File: config.mk
export PLATFORM = sky130hd
export DESIGN_NAME = lq_monitor
export DESIGN_NICKNAME = d
export VERILOG_FILES = /design/src/rtl/lq_pkg.sv /design/src/rtl/lq_window_timer.sv /design/src/rtl/lq_cv_counter.sv /design/src/rtl/lq_verdict.sv /design/src/rtl/lq_monitor.sv
export SDC_FILE = /design/constraint.sdc
export NUM_CORES = 1
export LEC_CHECK = 0
export BUFFER_PORTS_ARGS = -buffer_cell sky130_fd_sc_hd__buf_4
export CORE_UTILIZATION = 49
export CTS_CLUSTER_SIZE = 10
export DETAILED_ROUTE_END_ITERATION = 10
export PLACE_DENSITY_LB_ADDON = 0.1
export SYNTH_ARGS = -nofsm -noshare
export SYNTH_HDL_FRONTEND = slang
export SYNTH_SLANG_ARGS = --single-unit
File: constraint.sdc
create_clock -name clk -period 0.8 [get_ports clk]
set_input_delay 0.08 -clock clk [delete_from_list [all_inputs] [get_ports clk]]
set_output_delay 0.08 -clock clk [all_outputs]
set_load 0.05 [all_outputs]
File: src/rtl/lq_pkg.sv
package lq_pkg;
  typedef enum logic {
    RATE_34M = 1'b0,
    RATE_8M  = 1'b1
  } lq_rate_e;

  function automatic int unsigned lq_max(input int unsigned a, input int unsigned b);
    return (a > b) ? a : b;
  endfunction
endpackage

File: src/rtl/lq_window_timer.sv
module lq_window_timer #(
  parameter int unsigned TICKS_A = 10,
  parameter int unsigned TICKS_B = 40,
  parameter int unsigned TW      = 6
) (
  input  logic clk,
  input  logic rst_n,
  input  logic clr,
  input  logic tick,
  input  logic rate_sel,
  output logic win_end
);
  import lq_pkg::*;

  localparam logic [TW-1:0] TERM_A = TW'(TICKS_A - 1);
  localparam logic [TW-1:0] TERM_B = TW'(TICKS_B - 1);

  logic [TW-1:0] tc_q, tc_d, term;
  logic          tc_en;

  always_comb begin
    term    = (lq_rate_e'(rate_sel) == RATE_8M) ? TERM_B : TERM_A;
    win_end = tick & ~clr & (tc_q >= term);
    tc_en   = clr | tick;
    if (clr || win_end) tc_d = '0;
    else                tc_d = tc_q + 1'b1;
  end

  always_ff @(posedge clk or negedge rst_n) begin
    if (!rst_n)     tc_q <= '0;
    else if (tc_en) tc_q <= tc_d;
  end

  assert_window_restart_R2: assert property (@(posedge clk) disable iff (!rst_n)
    win_end |=> (tc_q == '0));

  assert_rail_timer_clear_R9: assert property (@(posedge clk) disable iff (!rst_n)
    clr |=> (tc_q == '0));
endmodule

File: src/rtl/lq_cv_counter.sv
module lq_cv_counter #(
  parameter int unsigned CW = 9
) (
  input  logic          clk,
  input  logic          rst_n,
  input  logic          clr,
  input  logic          win_end,
  input  logic          cv_pulse,
  output logic [CW-1:0] cv_count
);
  localparam logic [CW-1:0] SAT = '1;

  logic [CW-1:0] cnt_q, cnt_d;
  logic          cnt_en;

  always_comb begin
    cnt_en = clr | win_end | (cv_pulse & (cnt_q != SAT));
    if (clr)          cnt_d = '0;
    else if (win_end) cnt_d = CW'(cv_pulse);
    else              cnt_d = cnt_q + 1'b1;
  end

  always_ff @(posedge clk or negedge rst_n) begin
    if (!rst_n)      cnt_q <= '0;
    else if (cnt_en) cnt_q <= cnt_d;
  end

  assign cv_count = cnt_q;

  assert_no_wrap_R8: assert property (@(posedge clk) disable iff (!rst_n)
    (!clr && !win_end && cnt_q == SAT) |=> (cnt_q == SAT));

  assert_restart_empty_R7: assert property (@(posedge clk) disable iff (!rst_n)
    (win_end && !clr && !cv_pulse) |=> (cnt_q == '0));

  assert_restart_carry_R7: assert property (@(posedge clk) disable iff (!rst_n)
    (win_end && !clr && cv_pulse) |=> (cnt_q == CW'(1)));
endmodule

File: src/rtl/lq_verdict.sv
module lq_verdict #(
  parameter int unsigned CW      = 9,
  parameter int unsigned LIMIT_A = 344,
  parameter int unsigned LIMIT_B = 338
) (
  input  logic          clk,
  input  logic          rst_n,
  input  logic          clr,
  input  logic          win_end,
  input  logic          rate_sel,
  input  logic [CW-1:0] cv_count,
  output logic          verdict
);
  import lq_pkg::*;

  localparam logic [CW-1:0] LIM_A = CW'(LIMIT_A);
  localparam logic [CW-1:0] LIM_B = CW'(LIMIT_B);

  logic [CW-1:0] limit;
  logic          v_q, v_d, v_en;

  always_comb begin
    limit = (lq_rate_e'(rate_sel) == RATE_8M) ? LIM_B : LIM_A;
    v_en  = clr | win_end;
    v_d   = ~clr & (cv_count > limit);
  end

  always_ff @(posedge clk or negedge rst_n) begin
    if (!rst_n)    v_q <= 1'b0;
    else if (v_en) v_q <= v_d;
  end

  assign verdict = v_q;

  assert_hold_between_windows_R6: assert property (@(posedge clk) disable iff (!rst_n)
    (!win_end && !clr) |=> $stable(v_q));
endmodule

File: src/rtl/lq_monitor.sv
module lq_monitor #(
  parameter int unsigned TICKS_34 = 10,
  parameter int unsigned TICKS_8  = 40,
  parameter int unsigned LIMIT_34 = 344,
  parameter int unsigned LIMIT_8  = 338
) (
  input  logic clk,
  input  logic rst_n,
  input  logic cv_pulse,
  input  logic tick,
  input  logic rate_sel,
  input  logic rail_mode,
  output logic poor_quality
);
  import lq_pkg::*;

  localparam int unsigned MAX_TICKS = lq_max(TICKS_34, TICKS_8);
  localparam int unsigned MAX_LIMIT = lq_max(LIMIT_34, LIMIT_8);
  localparam int unsigned TW        = (MAX_TICKS < 2) ? 1 : $clog2(MAX_TICKS + 1);
  localparam int unsigned CW        = $clog2(MAX_LIMIT + 2);

  logic [1:0]    rst_sync_q;
  logic          rst_core_n;
  logic          win_end;
  logic [CW-1:0] cv_count;
  logic          verdict;

  always_ff @(posedge clk or negedge rst_n) begin
    if (!rst_n) rst_sync_q <= 2'b00;
    else        rst_sync_q <= {rst_sync_q[0], 1'b1};
  end
  assign rst_core_n = rst_sync_q[1];

  lq_window_timer #(.TICKS_A(TICKS_34), .TICKS_B(TICKS_8), .TW(TW)) u_timer (
    .clk      (clk),
    .rst_n    (rst_core_n),
    .clr      (rail_mode),
    .tick     (tick),
    .rate_sel (rate_sel),
    .win_end  (win_end)
  );

  lq_cv_counter #(.CW(CW)) u_count (
    .clk      (clk),
    .rst_n    (rst_core_n),
    .clr      (rail_mode),
    .win_end  (win_end),
    .cv_pulse (cv_pulse),
    .cv_count (cv_count)
  );

  lq_verdict #(.CW(CW), .LIMIT_A(LIMIT_34), .LIMIT_B(LIMIT_8)) u_verdict (
    .clk      (clk),
    .rst_n    (rst_core_n),
    .clr      (rail_mode),
    .win_end  (win_end),
    .rate_sel (rate_sel),
    .cv_count (cv_count),
    .verdict  (verdict)
  );

  assign poor_quality = verdict & ~rail_mode;

  assert_rail_count_clear_R9: assert property (@(posedge clk) disable iff (!rst_core_n)
    rail_mode |=> (cv_count == '0 && !verdict));

  assert_reset_state_R1: assert property (@(posedge clk)
    (!rst_core_n) |-> (!poor_quality && cv_count == '0));
endmodule

==> run_results.csv, run 1 <==
group,metric,value,unit
worst_setup_path,crit_type,"reg -> reg",
timing,finalSetupTns,-15290,ps
worst_setup_path,critical_path.top_delay_family,"simple AND/OR/NAND/NOR gates",
synthesis,synth_compound_area_share,14.0,%
synthesis,synth_area,0.00103,mm2
worst_setup_path,worstPathArrival,1990,ps
grt,gr-total-overflow,0,
synthesis,ys_warn_count,0,
clock_network,numCtsBuffers,3,
detailed_routing,drcViolationCount,0,
clock_network,cts-htree-levels,1,
synthesis,synthMuxAreaShare,0.976,%
synthesis,synthSimpleGateAreaFrac,17.9,%
worst_setup_path,end_kind,"register",
finish,fill_cells,143,
hold_path,hold_path.class,"in -> reg",
timing,layout_setup_ws,-993,ps
power,vdd_drop_max,1.13,mV
worst_setup_path,critical_path.slowest_cell,"dfrtp_1",
clock_network,path_clk_slew,110,ps
floorplan,io-pin-count,7,
clock_network,clock-sinks,18,
synthesis,avgSynthCellArea,10.3,um2
floorplan,num_rows,16,
worst_setup_path,cp_common_cell,"ha_2",
worst_setup_path,r2r-end,"u_count.cv_count[5]$_DFFE_PN0P_",
flow_run,drv_cap,0,
hold_path,whs_path_depth,2,
worst_setup_path,crit_chain,"ha_2, and4_1, ha_2, and4b_2, nand4_1, xor2_1, nor2_2",
hold_path,hold_start,"cv_pulse",
detailed_routing,routed_wl,2.48,mm
placed_design,place_congestion,0.815,
power,p_leak,0.000706,uW
worst_setup_path,critPathBufInv,0,
worst_setup_path,required,1000,ps
clock_network,cts_max_path_buffers,2,
worst_setup_path,critPathMaxStageDelay,410,ps
timing,fin_crit_sh,224,%
synthesis,synth_top_family_by_area,"simple AND/OR/NAND/NOR gates",
worst_setup_path,reg2reg_depth,7,
synthesis,synth_xor_area_share,8.54,%
finish,layout_common_cells,"32 x buf_4, 18 x dfrtp_1, 9 x nor2_2, 8 x xor2_1",
synthesis,yosys-top-cells-area,"dfrtp_1 44%, ha_1 11%, xor2_1 7.7%",
timing,fin_crit,1790,ps
synthesis,synth-adder-area-share,11.0,%
grt,grt_use_total,25.0,%
timing,setup_viol,17,
worst_setup_path,crit_fanout,3,
finish,drive_gt1_share,46.7,%
synthesis,ys_ff_latch,18,
grt,grt_first_pass_wirelength,3.77,mm
timing,drv_slew,0,
synthesis,syn_nets,115,
placed_design,place_area,0.00131,mm2
detailed_routing,drt-initial-drc-count,15,
timing,skew,1.54,ps
worst_setup_path,start_kind,"register",
placed_design,io_buffers,6,
finish,antenna_cells,0,
detailed_routing,drtPass1Iterations,4,
timing,clock.fmax,0.558,GHz
floorplan,dieArea,0.00228,mm2
floorplan,fp.dieW,47.8,um
floorplan,core-area,0.00196,mm2
placed_design,dp_hpwl,1.69,mm
grt,grt_pass1_vias,856,
clock_network,cts-root-buf,"clkbuf_4",
grt,grt_max_degree,17,
worst_setup_path,ff2ff_setup_slack,-990,ps
synthesis,syn_inst,100,
worst_setup_path,r2r-start,"u_count.cv_count[0]$_DFFE_PN0P_",
floorplan,die_height,47.8,um
clock_network,cts_tree,"yes",
synthesis,ys_seq_area_share,43.9,%
run_status,outcome,"complete, but fails checks",
synthesis,synth_top_cell_by_area,"dfrtp_1",
finish,layout_commonest_cell,"buf_4",
synthesis,synth_top_cell_area_share,43.9,%
detailed_routing,drtAntennaViolNets,0,
timing,finalHoldViolations,0,
hold_path,whs_endpoint,"u_count.cv_count[0]$_DFFE_PN0P_",
detailed_routing,vias_per_cell,5.37,
grt,antenna_found_initial,0,
synthesis,synthDistinctLibCells,31,
detailed_routing,drt-wirelength-per-cell,15.1,um
floorplan,start_util,52.3,%
finish,stdcell_area,0.00148,mm2
finish,fin_nets,153,
clock_network,clock_latency,300,ps
detailed_routing,routed-via-count,881,
finish,syn2layout_area_growth,43.8,%
run_status,violations,"negative setup slack",
finish,finish.utilization,75.2,%
timing,rsz0062_at_grt,"yes",
power,power_density,1230,mW/mm2
metrics by stage:
stage	cells	hold slack, ps	setup WS (ps)	power (uW)
finish	164	51.4	-993	1820
CTS	163	44.3	-961	1810
global placement	157	-137	-931	1200
detailed placement	157	-137	-958	1210
floorplan	100	-216	-936	1090
global route	164	54.9	-1060	1890
worst max path at each step:
stage,cells after the start,endpoint,startpoint
after floorplan,5,u_count.cv_count[0]$_DFFE_PN0P_,u_timer.tc_q[3]$_DFFE_PN0P_
after global placement,6,u_verdict.verdict$_DFFE_PN0P_,u_timer.tc_q[5]$_DFFE_PN0P_
after detailed placement,6,u_verdict.verdict$_DFFE_PN0P_,u_timer.tc_q[3]$_DFFE_PN0P_
after CTS,5,u_count.cv_count[0]$_DFFE_PN0P_,u_timer.tc_q[3]$_DFFE_PN0P_
after global routing,5,u_count.cv_count[0]$_DFFE_PN0P_,u_timer.tc_q[3]$_DFFE_PN0P_
final,7,u_count.cv_count[5]$_DFFE_PN0P_,u_count.cv_count[0]$_DFFE_PN0P_
cell families after synthesis:
logic type      Yosys count
fa+ha+maj                 9
other cells               1
xor+xnor                 10
mux                       1
simple gates             36
compound gates           18
buf+inv                   7
flops                    18
per-layer routing:
| layer | track usage [%] | up-vias | share of wire (%) |
|---|---|---|---|
| met5 | 0 | - | 0 |
| met4 | 10.0 | 0 | 2.5 |
| met3 | 4.53 | 9 | 3.9 |
| met2 | 41.9 | 23 | 49 |
| met1 | 32.0 | 423 | 44 |
| li1 | - | 426 | - |
power by group:
part           leakage [uW]  total [uW]  switching (uW)  internal [uW]
logic              0.000441         286             148            138
registers          0.000244         942            11.7            931
clock network     0.0000210         587             310            278
total              0.000706        1820             469           1350
state kept, by name, indices dropped and copies added (netlist names):
signal and cells:
u_timer.tc_q 6, u_count.cv_count 9, rst_sync_q 2, u_verdict.verdict 1
final cells by class:
class	count	area [um2]	share of cell area, %
well taps	27	33.8	2.29
multi-input cells	75	643	43.6
inverters	4	15.0	1.02
clock buffers	4	36.3	2.46
flip-flops and latches	18	450	30.5
repair buffers	36	297	20.1
synthesized netlist by cell type:
| library cell | n |
|---|---|
| o41ai_1 | 1 |
| a32o_1 | 1 |
| and4_1 | 2 |
| o21ai_2 | 1 |
| conb_1 | 1 |
| xor2_1 | 9 |
| nand3_1 | 3 |
| nand3b_1 | 1 |
| nand4_1 | 2 |
| ha_1 | 9 |
| a21oi_1 | 4 |
| o22ai_1 | 1 |
| clkbuf_1 | 2 |
| buf_6 | 1 |
| o21a_1 | 1 |
| inv_1 | 4 |
| nand2_1 | 6 |
| o31ai_1 | 1 |
| and4b_1 | 2 |
| mux2i_1 | 1 |
| o2111ai_1 | 2 |
| nand2b_1 | 2 |
| nor2_1 | 15 |
| nor3b_1 | 1 |
| xnor2_1 | 1 |
| a221oi_4 | 1 |
| nor2b_1 | 2 |
| o21ai_0 | 3 |
| dfrtp_1 | 18 |
| a21o_1 | 1 |
| a211o_1 | 1 |
repair_timing:
action                                  CTS  global route
endpoints found under the setup margin   17            17
setup buffers                             1             1
resized for setup                        13            11
cloned                                    0             0
hold buffers                              1             0
pin swaps                                 7             5
endpoints found under the hold margin     2             0
Note: power is estimated with default switching activity, not from simulation.
==> run 2: changes to the inputs <==
Settings changed: BUFFER_PORTS_ARGS -buffer_cell sky130_fd_sc_hd__buf_4 to -buffer_cell sky130_fd_sc_hd__buf_2, SKIP_LAST_GASP from default to 1.
==> run 2 against run 1 <==
Effect of this change:
- the flow still finishes with violations (negative setup slack)
- count of clock-buffer cells in the layout shrank 1
- critical path depth is the same
- combinational power shrank 3%
- cell area shrank 0.59%
- largest power group unchanged
- sequential share of layout area grew 0.18 points
- worst setup slack gained 19 ps
- clock skew grew 1.4 ps
- cell count grew 1.8%
==> run_results.csv, run 2 (synthesis results as in run 1) <==
group,metric,value,unit
hold_path,hold_path.class,"in -> async",
detailed_routing,routed_wl,2.43,mm
run_status,outcome,"complete, but fails checks",
timing,fin_crit,1770,ps
timing,skew,2.98,ps
clock_network,numCtsBuffers,3,
flow_run,drv_cap,0,
worst_setup_path,start_kind,"register",
timing,clock.fmax,0.564,GHz
worst_setup_path,ff2ff_setup_slack,-970,ps
clock_network,path_clk_slew,100,ps
placed_design,place_congestion,0.857,
detailed_routing,drtPass1Iterations,4,
worst_setup_path,worstSetupStartpoint,"u_count.cv_count[0]$_DFFE_PN0P_",
grt,antenna_found_initial,0,
grt,grt_max_degree,13,
worst_setup_path,required,980,ps
worst_setup_path,crit_fanout,3,
floorplan,io-pin-count,7,
worst_setup_path,critPathCapture,"u_count.cv_count[5]$_DFFE_PN0P_",
worst_setup_path,crit_type,"reg -> reg",
timing,whs,89.9,ps
floorplan,num_rows,16,
finish,drive_gt1_share,42.9,%
grt,met2_usage,37.6,%
floorplan,fp.dieW,47.8,um
placed_design,dp_hpwl,1.72,mm
grt,grt_busiest_layer,"met2",
clock_network,cts-htree-levels,1,
power,p_leak,0.000702,uW
detailed_routing,drtAntennaViolNets,0,
worst_setup_path,r2r-start,"u_count.cv_count[0]$_DFFE_PN0P_",
detailed_routing,vias_per_cell,5.20,
grt,grt_pass1_vias,842,
clock_network,clock-sinks,18,
finish,layout_commonest_cell,"buf_4",
grt,grt_first_pass_wirelength,3.72,mm
power,vdd_drop_max,1.21,mV
detailed_routing,routed-via-count,869,
finish,fill_cells,156,
timing,fin_crit_sh,222,%
placed_design,io_buffers,6,
clock_network,cts_max_path_buffers,2,
worst_setup_path,worstPathArrival,1950,ps
detailed_routing,drcViolationCount,0,
worst_setup_path,r2r-end,"u_count.cv_count[5]$_DFFE_PN0P_",
grt,grt_use_met1,32.4,%
clock_network,cts-root-buf,"clkbuf_4",
finish,syn2layout_area_growth,42.9,%
timing,layout_setup_ws,-974,ps
grt,gr-total-overflow,0,
power,power_density,1140,mW/mm2
detailed_routing,drt-initial-drc-count,8,
floorplan,die_height,47.8,um
run_status,violations,"negative setup slack",
worst_setup_path,end_kind,"register",
clock_network,cts_tree,"yes",
floorplan,dieArea,0.00228,mm2
finish,layout_common_cells,"30 x buf_4, 18 x dfrtp_1, 12 x nor2_1, 8 x xor2_1, 6 x ha_1",
detailed_routing,drt-wirelength-per-cell,14.6,um
finish,fin_nets,157,
floorplan,core-area,0.00196,mm2
grt,grt_use_total,25.0,%
finish,largest_reg_flops,9,
finish,antenna_cells,0,
timing,drv_slew,0,
timing,finalHoldViolations,0,
timing,setup_viol,17,
timing,rsz0062_at_grt,"yes",
worst_setup_path,reg2reg_depth,7,
floorplan,start_util,52.3,%
power,p_total,1680,uW
clock_network,clock_latency,290,ps
grt,gr-usage-met3,5.66,%
==> run 2: worst min path at each step <==
| stage | slack [ps] | end | from |
|---|---|---|---|
| 3_5_place_dp | -130 | rst_sync_q[1]$_DFF_PN0_ | rst_n |
| 6_report | 90 | rst_sync_q[0]$_DFF_PN0_ | rst_n |
| 2_1_floorplan | -220 | rst_sync_q[0]$_DFF_PN0_ | rst_n |
| 5_1_grt | 70 | rst_sync_q[0]$_DFF_PN0_ | rst_n |
| 3_3_place_gp | -140 | rst_sync_q[0]$_DFF_PN0_ | rst_n |
| 4_1_cts | 70 | rst_sync_q[0]$_DFF_PN0_ | rst_n |
==> run 2: final cells by class <==
class	instances	area, um2	share of cell area, %
multi-input combinational	76	638	43.5
timing repair buffer	39	307	20.9
inverter	4	15.0	1.02
tap	27	33.8	2.30
sequential	18	450	30.7
clock buffer	3	22.5	1.54
==> run 2: per-layer routing <==
layer | part of all wire, % | routed length (um) | vias up
met3 | 2.1 | 50 | 4
met2 | 49 | 1190 | 12
met1 | 47 | 1150 | 417
met5 | 0 | 0 | -
li1 | - | - | 436
met4 | 1.6 | 39 | 0
==> run 2: where the power goes <==
| group | leakage, uW | switching, uW | internal, uW |
|---|---|---|---|
| sequential | 0.000244 | 17.2 | 931 |
| clock | 0.0000138 | 276 | 175 |
| combinational | 0.000444 | 145 | 133 |
==> run 2: worst max-delay path: stages, from the launching register on <==
cell     delay (ps)
dfrtp_1         400
ha_2            190
and4_1          180
ha_2            180
and4b_2         340
nand4_1         120
xor2_1          170
nor2_1           70
==> run 2: through the flow <==
stage          worst slack [ps]  instance area [um2]  utilization (%)  cells  setup TNS, ps
2_1_floorplan              -936                 1040                -    100         -13220
3_3_place_gp               -926                 1310             66.6    158         -14020
3_5_place_dp               -974                 1310             66.6    158         -14840
4_1_cts                    -975                 1420             72.4    166         -14570
5_1_grt                   -1050                 1470             74.7    167         -16100
6_report                   -974                 1470             74.7    167         -14800
==> run 2: timing repair <==
| action | CTS | global route |
|---|---|---|
| buffers inserted | 3 | 1 |
| cloned | 1 | 0 |
| hold buffers | 1 | 0 |
| endpoints found under the setup margin | 17 | 17 |
| resized for setup | 8 | 11 |
| hold endpoints to repair | 2 | 0 |
| pin swaps | 8 | 10 |
==> run 3: changes to the inputs <==
Settings changed: ABC_AREA from default to 1.
==> run 3 against run 2 <==
Effect of this change:
- the run still ends with negative setup slack left
- non-clock buffer count is 4 higher
- synthesized cell count rose by 39%
- critical endpoint is now u_count.cv_count[6]$_DFFE_PN0P_
- register-to-register slack about the same
==> run_results.csv, run 3 <==
group,metric,value,unit
placed_design,dp_hpwl,1.99,mm
floorplan,io-pin-count,7,
detailed_routing,drcViolationCount,0,
timing,drv_slew,0,
synthesis,synth_edf_count,0,
power,p_leak,0.000858,uW
synthesis,synth_area,0.00114,mm2
floorplan,dieArea,0.00252,mm2
timing,finalSetupTns,-12790,ps
synthesis,syn_inst,139,
floorplan,core-area,0.00219,mm2
placed_design,placed_cells,204,
grt,grt_first_pass_wirelength,4.81,mm
hold_path,hold_path.class,"in -> async",
timing,whs,69.2,ps
worst_setup_path,required,1000,ps
synthesis,syn_nets,154,
timing,setup_viol,17,
grt,grt_max_degree,11,
detailed_routing,routed_wl,2.83,mm
grt,gr-usage-met3,3.94,%
timing,layout_setup_ws,-969,ps
worst_setup_path,crit_fanout,4,
detailed_routing,drt-wirelength-per-cell,13.2,um
synthesis,ys_ff_latch,18,
floorplan,num_rows,17,
clock_network,path_clk_slew,100,ps
worst_setup_path,critical_path.slowest_cell,"dfrtp_1",
finish,syn2layout_area_growth,52.5,%
synthesis,ys_warn_count,0,
timing,fin_crit_sh,221,%
power,vdd_drop_max,1.19,mV
grt,grt_use_total,26.3,%
synthesis,yosys-top-cells-area,"dfrtp_1 40%, nand2_1 10%, ha_1 9.9%",
timing,finalHoldViolations,0,
worst_setup_path,start_kind,"register",
clock_network,cts_tree,"yes",
detailed_routing,vias_per_cell,5.03,
synthesis,async_flop_share,100,%
finish,layout_common_cells,"33 x buf_4, 25 x nand2_1, 18 x dfrtp_1, 17 x inv_1, 9 x nor2_1",
clock_network,clock-sinks,18,
timing,skew,1.19,ps
worst_setup_path,end_kind,"register",
worst_setup_path,critical_path.top_delay_family,"simple AND/OR/NAND/NOR gates",
timing,rsz0062_at_grt,"yes",
floorplan,start_util,51.9,%
detailed_routing,drt-initial-drc-count,21,
finish,fin_nets,202,
detailed_routing,routed-via-count,1076,
finish,layout_commonest_cell,"buf_4",
worst_setup_path,crit_type,"reg -> reg",
clock_network,clock_latency,300,ps
synthesis,synth_ff_type,"dfrtp_1",
placed_design,place_congestion,0.925,
finish,antenna_cells,0,
detailed_routing,drtPass1Iterations,4,
synthesis,synth.most_common_cell,"nand2_1",
synthesis,ys_seq_area_share,39.6,%
worst_setup_path,critPathMaxStageDelay,420,ps
timing,clock.fmax,0.565,GHz
clock_network,numCtsBuffers,3,
run_status,violations,"negative setup slack",
grt,grt_use_met1,36.1,%
synthesis,synth_top_cell_area_share,39.6,%
clock_network,cts_max_path_buffers,2,
clock_network,cts-htree-levels,1,
finish,drive_gt1_share,47.3,%
run_status,outcome,"complete, but fails checks",
clock_network,cts-root-buf,"clkbuf_4",
finish,finish.utilization,79.2,%
grt,antenna_found_initial,0,
synthesis,synth_top_cell_by_area,"dfrtp_1",
synthesis,synthDistinctLibCells,28,
finish,instances_no_fill,214,
flow_run,drv_cap,0,
placed_design,io_buffers,6,
worst_setup_path,worstPathArrival,1970,ps
floorplan,die_height,50.2,um
finish,largest_reg_flops,9,
power,power_density,1270,mW/mm2
timing,fin_crit,1770,ps
floorplan,fp.dieW,50.2,um
detailed_routing,drtAntennaViolNets,0,
worst_setup_path,crit_chain,"ha_4, nand2_4, nor3_4, and3_1, ha_2, nor2_4, inv_4, nor2_4, nand2_2, nor3_2, nor3_2",
worst_setup_path,critPathBufInv,1,
grt,grt_pass1_vias,1043,
synthesis,avgSynthCellArea,8.18,um2
grt,met2_usage,41.6,%
grt,grt_busiest_layer,"met2",
grt,gr-total-overflow,0,
synthesis,synth_commonest_cells,"31 x nand2_1, 19 x inv_1, 18 x dfrtp_1",
-- run 3: changes by cell type in the layout (fill, tap and decap cells not counted), sizes merged, moves of 3 or more --
| cell | change |
|---|---|
| a21oi | +3 |
| inv | +17 |
| nor2 | +4 |
| xor2 | -6 |
| nand3 | +5 |
| nor3 | +6 |
| nand2 | +29 |
| o21ai | -3 |
| buf | +4 |
-- run 3: path summary, 6_finish.rpt --
kind,slack [ps],cells after the start,startpoint,end
max,-970,11,u_count.cv_count[0]$_DFFE_PN0P_,u_count.cv_count[6]$_DFFE_PN0P_
min,70,2,rst_n,rst_sync_q[0]$_DFF_PN0_
max reg2reg,-970,11,u_count.cv_count[0]$_DFFE_PN0P_,u_count.cv_count[6]$_DFFE_PN0P_
min reg2reg,190,1,rst_sync_q[1]$_DFF_PN0_,u_timer.tc_q[5]$_DFFE_PN0P_
max in group asynchronous,460,1,rst_sync_q[1]$_DFF_PN0_,u_count.cv_count[6]$_DFFE_PN0P_
min in group clk,160,5,cv_pulse,u_count.cv_count[0]$_DFFE_PN0P_
-- run 3: per-stage QoR --
| step | cell area, um2 | setup WS, ps | total power, uW |
|---|---|---|---|
| global route | 1730 | -1040 | 2340 |
| floorplan | 1200 | -958 | 1320 |
| detailed placement | 1490 | -963 | 1540 |
| finish | 1730 | -969 | 2210 |
| global placement | 1490 | -927 | 1510 |
| CTS | 1670 | -937 | 2180 |
-- run 3: metal layers --
metal	share of wire (%)	wire [um]
met1	47	1330
met3	3.4	97
met2	48	1370
met4	1.2	33
met5	0	0
-- run 3: repair_timing --
item / CTS / global route
cloned: 1 / 0
setup buffers: 5 / 2
endpoints found under the setup margin: 17 / 17
endpoints found under the hold margin: 2 / 0
resized for setup: 21 / 14
hold buffers: 1 / 0
pin swaps: 14 / 9
-- run 3: layout make-up --
type	count	area, um2
clock buffers	4	36.3
well taps	28	35.0
inverters	21	81.3
flip-flops and latches	18	450
fillers	145	457
repair buffers	43	328
multi-input cells	100	803
-- run 3: logic make-up after synthesis --
logic type      Yosys count  synth area share, %
xor+xnor                  4                 3.08
fa+ha+maj                 9                 9.90
simple gates             73                 32.3
other cells               1                0.330
flops                    18                 39.6
compound gates           12                 6.82
buf+inv                  22                 7.92
-- run 3: power by group --
group / leakage [uW] / internal, uW / switching [uW]
Sequential: 0.000242 / 970 / 47.2
Clock: 0.0000210 / 278 / 295
Combinational: 0.000594 / 280 / 338
Total: 0.000858 / 1530 / 680
